==> config.mk <==
export PLATFORM = sky130hd
export DESIGN_NAME = adpcm_nibble_player
export DESIGN_NICKNAME = d
export VERILOG_FILES = /design/src/rtl/adpcm_seq_pkg.sv /design/src/rtl/adpcm_tick_div.sv /design/src/rtl/adpcm_play_core.sv /design/src/rtl/adpcm_nibble_player.sv
export SDC_FILE = /design/constraint.sdc
export NUM_CORES = 1
export LEC_CHECK = 0
export ABC_AREA = 1
export BUFFER_PORTS_ARGS = -buffer_cell sky130_fd_sc_hd__buf_4
export CORE_MARGIN = 2
export CORE_UTILIZATION = 40
export CTS_BUF_LIST = sky130_fd_sc_hd__clkbuf_8
export DETAILED_ROUTE_END_ITERATION = 7
export PLACE_DENSITY = 0.63
export SLEW_MARGIN = 5
export SYNTH_ARGS = -nofsm -noshare
export SYNTH_HDL_FRONTEND = slang
export SYNTH_SLANG_ARGS = --single-unit
export TNS_END_PERCENT = 50
==> constraint.sdc <==
create_clock -name clk -period 2.5 [get_ports clk]
set_input_delay 0.5 -clock clk [delete_from_list [all_inputs] [get_ports clk]]
set_output_delay 0.5 -clock clk [all_outputs]
set_load 0.03 [all_outputs]
==> src/rtl/adpcm_seq_pkg.sv <==
package adpcm_seq_pkg;
  localparam int AW = 16;
  localparam int LW = 16;
  localparam logic [AW-1:0] BAND_STEP = 16'h0085;
  localparam logic [LW-1:0] SHORT_LIMIT = 16'h7FFF;
  localparam logic [LW-1:0] SHORT_BIAS = 16'd1024;

  typedef enum logic [1:0] {HM_BAND, HM_SHORT, HM_FIXED} half_mode_e;

  // lengths 0x8000..0x80FF form the special window
  function automatic logic in_band(input logic [LW-1:0] l);
    return l[LW-1:8] == 8'h80;
  endfunction

  function automatic half_mode_e half_mode(input logic [LW-1:0] l, input logic rep);
    if (rep && in_band(l)) return HM_BAND;
    else if (l < SHORT_LIMIT) return HM_SHORT;
    else return HM_FIXED;
  endfunction

  // (l+1)/2 written as l/2 plus the dropped low bit
  function automatic logic [AW-1:0] first_half(input logic [AW-1:0] rp, input logic [LW-1:0] l);
    if (in_band(l)) return rp + BAND_STEP;
    else return rp + {1'b0, l[LW-1:1]} + {{(AW-1){1'b0}}, l[0]};
  endfunction

  function automatic logic [AW-1:0] next_half(input logic [AW-1:0] ha, input logic [LW-1:0] l,
                                               input half_mode_e m);
    if (m == HM_BAND) return ha + BAND_STEP;
    else return ha + (l - SHORT_BIAS);
  endfunction
endpackage

==> src/rtl/adpcm_tick_div.sv <==
module adpcm_tick_div #(
  parameter int PRESCALE = 6,
  parameter int DIV_W = 4
) (
  input  logic             clk,
  input  logic             rst_n,
  input  logic [DIV_W-1:0] div_sel,
  output logic             tick
);
  localparam int PW = (PRESCALE > 1) ? $clog2(PRESCALE) : 1;
  localparam logic [DIV_W-1:0] DMAX = {DIV_W{1'b1}};

  logic [PW-1:0]    pre_cnt;
  logic [DIV_W-1:0] div_cnt;
  logic [DIV_W-1:0] div_top;

  assign div_top = DMAX - div_sel;

  always_ff @(posedge clk or negedge rst_n) begin
    if (!rst_n) begin
      pre_cnt <= '0;
      div_cnt <= '0;
      tick    <= 1'b0;
    end else begin
      tick <= 1'b0;
      if (pre_cnt == PW'(PRESCALE - 1)) begin
        pre_cnt <= '0;
        if (div_cnt >= div_top) begin
          div_cnt <= '0;
          tick    <= 1'b1;
        end else begin
          div_cnt <= div_cnt + 1'b1;
        end
      end else begin
        pre_cnt <= pre_cnt + 1'b1;
      end
    end
  end
endmodule

==> src/rtl/adpcm_play_core.sv <==
module adpcm_play_core
  import adpcm_seq_pkg::*;
(
  input  logic          clk,
  input  logic          rst_n,
  input  logic          tick,
  input  logic          cmd_we,
  input  logic [3:0]    cmd_flags,
  input  logic [AW-1:0] rd_ptr,
  input  logic [LW-1:0] play_len,
  input  logic          stop_req,
  input  logic          pause_req,
  input  logic          resume_req,
  input  logic [7:0]    mem_data,
  output logic [AW-1:0] ptr,
  output logic [LW-1:0] len_q,
  output logic [2:0]    mode_q,
  output logic [3:0]    code,
  output logic          code_vld,
  output logic          half_flag,
  output logic          full_flag,
  output logic          run,
  output logic          paused,
  output logic          byte_end,
  output logic          end_hit,
  output logic          half_hit
);
  // mode_q: [2] stop at end, [1] repeat, [0] hold length
  logic [LW-1:0] len_base;
  logic [AW-1:0] half_a;
  logic [AW-1:0] ptr_nx;
  logic          nib;
  logic          ctrl;
  logic          step;
  half_mode_e    hmode;

  assign ctrl     = cmd_we | stop_req | pause_req | resume_req;
  assign step     = tick & run & ~paused & ~ctrl;
  assign byte_end = step & nib;
  assign end_hit  = byte_end & (len_q == '0) & ~mode_q[0];
  assign ptr_nx   = ptr + 1'b1;
  assign hmode    = half_mode(len_base, mode_q[1]);
  assign half_hit = byte_end & ~end_hit &
                    ((hmode == HM_FIXED) ? (ptr_nx == '0 || ptr_nx == {1'b1, {(AW-1){1'b0}}})
                                         : (ptr_nx == half_a));

  always_ff @(posedge clk or negedge rst_n) begin
    if (!rst_n) begin
      ptr <= '0; len_q <= '0; len_base <= '0; half_a <= '0; mode_q <= '0;
      code <= '0; code_vld <= 1'b0; nib <= 1'b0;
      half_flag <= 1'b0; full_flag <= 1'b0; run <= 1'b0; paused <= 1'b0;
    end else begin
      code_vld <= step;
      if (step) begin
        code <= nib ? mem_data[3:0] : mem_data[7:4];
        nib  <= ~nib;
      end
      if (cmd_we) begin
        mode_q <= cmd_flags[2:0];
        if (cmd_flags[3]) begin
          half_flag <= 1'b0;
          full_flag <= 1'b0;
        end
        if (cmd_flags[2]) begin
          ptr       <= rd_ptr;
          len_q     <= play_len;
          len_base  <= play_len;
          half_a    <= first_half(rd_ptr, play_len);
          run       <= 1'b1;
          paused    <= 1'b0;
          nib       <= 1'b0;
          half_flag <= 1'b0;
          full_flag <= 1'b0;
        end
      end else if (stop_req) begin
        run         <= 1'b0;
        paused      <= 1'b0;
        mode_q[2:1] <= 2'b00;
      end else if (pause_req) begin
        if (run) begin
          paused      <= 1'b1;
          mode_q[2:1] <= 2'b00;
        end
      end else if (resume_req) begin
        paused <= 1'b0;
      end else if (end_hit) begin
        full_flag <= 1'b1;
        half_flag <= 1'b0;
        mode_q[1] <= 1'b0;
        if (mode_q[2]) begin
          run       <= 1'b0;
          mode_q[2] <= 1'b0;
        end
      end else if (byte_end) begin
        ptr <= ptr_nx;
        if (len_q != '0) len_q <= len_q - 1'b1;
        if (half_hit) begin
          half_flag <= 1'b1;
          full_flag <= 1'b0;
          if (hmode != HM_FIXED) half_a <= next_half(half_a, len_base, hmode);
        end
      end
    end
  end
endmodule

==> src/rtl/adpcm_nibble_player.sv <==
module adpcm_nibble_player
  import adpcm_seq_pkg::*;
#(
  parameter int PRESCALE = 6,
  parameter int DIV_W = 4
) (
  input  logic             clk,
  input  logic             rst_n,
  input  logic [DIV_W-1:0] div_sel,
  input  logic             cmd_we,
  input  logic [3:0]       cmd_flags,
  input  logic [AW-1:0]    rd_ptr,
  input  logic [LW-1:0]    play_len,
  input  logic             stop_req,
  input  logic             pause_req,
  input  logic             resume_req,
  output logic [AW-1:0]    mem_addr,
  input  logic [7:0]       mem_data,
  output logic [3:0]       code,
  output logic             code_vld,
  output logic             half_flag,
  output logic             full_flag,
  output logic             play_sts,
  output logic             stop_sts
);
  // named internal events, brought out for the checker
  logic          tick;
  logic          run;
  logic          paused;
  logic          byte_end;
  logic          end_hit;
  logic          half_hit;
  logic [2:0]    mode_q;
  logic [LW-1:0] len_q;

  adpcm_tick_div #(.PRESCALE(PRESCALE), .DIV_W(DIV_W)) u_tick (
    .clk(clk), .rst_n(rst_n), .div_sel(div_sel), .tick(tick)
  );

  adpcm_play_core u_core (
    .clk(clk), .rst_n(rst_n), .tick(tick),
    .cmd_we(cmd_we), .cmd_flags(cmd_flags), .rd_ptr(rd_ptr), .play_len(play_len),
    .stop_req(stop_req), .pause_req(pause_req), .resume_req(resume_req),
    .mem_data(mem_data), .ptr(mem_addr), .len_q(len_q), .mode_q(mode_q),
    .code(code), .code_vld(code_vld), .half_flag(half_flag), .full_flag(full_flag),
    .run(run), .paused(paused), .byte_end(byte_end), .end_hit(end_hit), .half_hit(half_hit)
  );

  assign play_sts = run & ~paused;
  assign stop_sts = ~play_sts;
endmodule

==> results.md <==
- Most frequent cells in the layout: nand2_1 (319), buf_4 (155), inv_1 (133), o21ai_0 (108), nor2_1 (96)
- Fin. max-slew vios: 0
- Clk_skew: around 0.018 ns
- Mapped Cells: ~1,200
- Worst Setup End Kind: flop
- Synth Register Bits: 85
- Yosys warning count: 0
- Met2 wire len: between 10,000 and 15,000 µm
- CP Launch Type: flop
- Number of global-route vias before repair: 7,856
- GP Congestion: around 0.95
- Lkg Pwr: approximately 4.8 nW
- Setup ws final: about 0.10 ns
- Total power: ~7.2 mW
- Post-synthesis cell area: 7650 µm²
- Antenna Diode Count: 0
- Reg2reg path depth: 13
- # DRC: 0
- Rows: 50
- Cell variety after synth: between 40 and 50
- Pwr dens: about 750 nW/µm²
- Nets@finish: 1,430
- CTS sink count: 85
- Syn_nets: between 1,000 and 1,500
- Status: finished clean
- Die X: approximately 140 µm
- GRT Total Usage: 0.261
- Share of cells above drive strength 1: 0.172
- TritonCTS Buffers: 9
- Post-DP Area: slightly above 9000 µm²
- TritonCTS clock tree: yes
- DIE HEIGHT: between 100 and 150 µm
- Hold WC Path Type: input pin to asynchronous set/reset pin
- Setup slack at placement: -0.130 ns
- Filler cells: approximately 1,900
- Worst Tran Pin Value: just under 0.6 ns
- Crit path required time: about 2.8 ns
- Syn Area/Cell: around 6.5 µm²
- Total I/O pin count: 79
- H-tree depth: 3
- Final core occ: 0.509
- Largest net degree at the start of global routing: 45
- Met3 Wirelength: roughly 1500 µm
- Initial drt markers: approximately 670
- Post-synth EDFFs: 0
- Fmax: roughly 420 MHz
- Post-route antenna net violation count: 0
- Setup Crit Path Kind: flop to flop
- Ys flop type: dfrtp_1
- RSZ-0062 raised after global routing: yes
- Max-Cap Viols: 0
- Post-DP HPWL: around 21,000 µm
- Die ar.: between 20,000 and 25,000 µm²
- Via count: roughly 8,400
- Highest Signal Layer: met4
- Final setup viols: 0
- Final wirelength: ~26,000 µm
- Fraction of registers with async set/reset: 1.00
- Post-layout min period: around 2.4 ns
- Final worst path period share: 0.958
- WL met1: between 10,000 and 15,000 µm
- DR vias/cell: 5.41
- Clock-pin slew on the worst setup and hold paths: about 0.11 ns
- Post-CTS Hold Fix Bufs: 0
- GRT overflow: 0
- Effective utilization at floorplan: 0.409
- Clk Latency, worst-skew pair: slightly below 0.4 ns
- Most common cell after layout, fill and taps aside: nand2_1
- Register area share after synthesis: 0.278
- IO buf count: 78
- Area growth, synth to finish: 24.6%
- CP Data Arrival Time: around 2.7 ns
- CP max FO: 3
- Placeable core area: roughly 19,000 µm²
- Design area: roughly 9500 µm²
- Router iterations before antenna repair: 6
- CTS root buf: clkbuf_8
- Drt wl/cell: 16.8 µm
- Initial antenna violation count: 0
- Clock tree buffer depth: 2
- Slew HR: 0.599
- Final Hold Fails: 0
- VDD IR max: about 0.00034 V
- First-pass GRT wire length: 41,200 µm
-- cells by family after synthesis --
logic type,count (synthesis),synth area share
AND/OR/NAND/NOR,596,0.335
AO/OA/AOI/OAI,242,0.173
buffers and inverters,167,0.0843
flip-flops,85,0.278
adder cells (fa/ha/maj),58,0.0979
XOR/XNOR,23,0.0263
multiplexers,4,0.00524
-- path summary, 6_finish.rpt --
kind,slack (ns),end,start
max,0.10,u_core.half_a[13],u_core.half_a[4]
min,0.001,u_core.ptr[12],rst_n
max reg2reg,0.10,u_core.half_a[13],u_core.half_a[4]
min reg2reg,0.47,u_tick.pre_cnt[0],u_tick.pre_cnt[0]
max in group asynchronous,1.84,u_core.ptr[2],rst_n
min in group clk,0.33,u_core.mode_q[0],cmd_flags[0]
-- stage by stage --
step           hold slack (ns)  instances  setup TNS [ns]
2_1_floorplan            0.204       1175               0
3_3_place_gp             0.443       1537          -0.202
3_5_place_dp             0.440       1537          -0.201
4_1_cts                0.00701       1553               0
5_1_grt                 0.0216       1557          -0.562
6_report               0.00141       1557               0
-- cell usage after synthesis (5+ instances only) --
cell,instances,area (µm²)
nor2_1,100,375
o21ai_0,112,561
inv_1,134,503
nor4_1,6,37.5
ha_1,55,688
o211ai_1,13,97.6
buf_1,5,18.8
nor2_2,6,37.5
a21oi_1,81,405
nand4_1,23,144
dfrtp_1,85,2130
xnor2_1,7,61.3
xor2_1,16,140
nor3_1,22,110
nand3b_1,9,67.6
nand2_1,323,1210
clkbuf_1,19,71.3
nand3_1,97,485
-- critical path: stages, from the launching register on --
cell and delay (ns):
dfrtp_1 0.42, ha_1 0.30, ha_1 0.35, a21oi_2 0.21, nor2_1 0.06, o21ai_0 0.17
nand3b_1 0.14, nand2_1 0.11, nand2_1 0.05, a21oi_1 0.14, a21oi_1 0.11, nor2_1 0.09
nand3_1 0.10, nand2_1 0.09
-- cell type report --
class                      instances  area, µm²  area share
sequential                        85       2130       0.223
inverter                         139        524      0.0550
timing repair buffer             160       1260       0.133
multi-input combinational        923       5090       0.534
clock inverter                     7        103      0.0108
tap                              234        293      0.0307
clock buffer                       9        124      0.0130
-- per-layer routing --
layer,up-vias,GRT usage
met3,53,0.0323
met2,276,0.421
met5,-,0
li1,4219,-
met1,3880,0.360
met4,0,0.0968
-- flip-flops by register name (all words and copies together), names as in the netlist, 3 cells and up --
name,cells
u_core.ptr,16
u_core.len_q,16
u_core.mode_q,3
u_tick.pre_cnt,3
u_core.half_a,16
u_core.len_base,16
u_core.code,4
u_tick.div_cnt,4
-- repair_timing --
item	4_1_cts	5_1_grt
pin swaps	0	12
buffers inserted	0	4
setup endpoints to repair	2	18
gates resized for setup	3	34
-- power by group --
part / internal [mW] / switching [mW] / total (mW)
clock: 0.580 / 0.609 / 1.19
combinational: 1.63 / 2.41 / 4.04
sequential: 1.66 / 0.298 / 1.96
No activity file was read; power rests on OpenSTA's default activity.
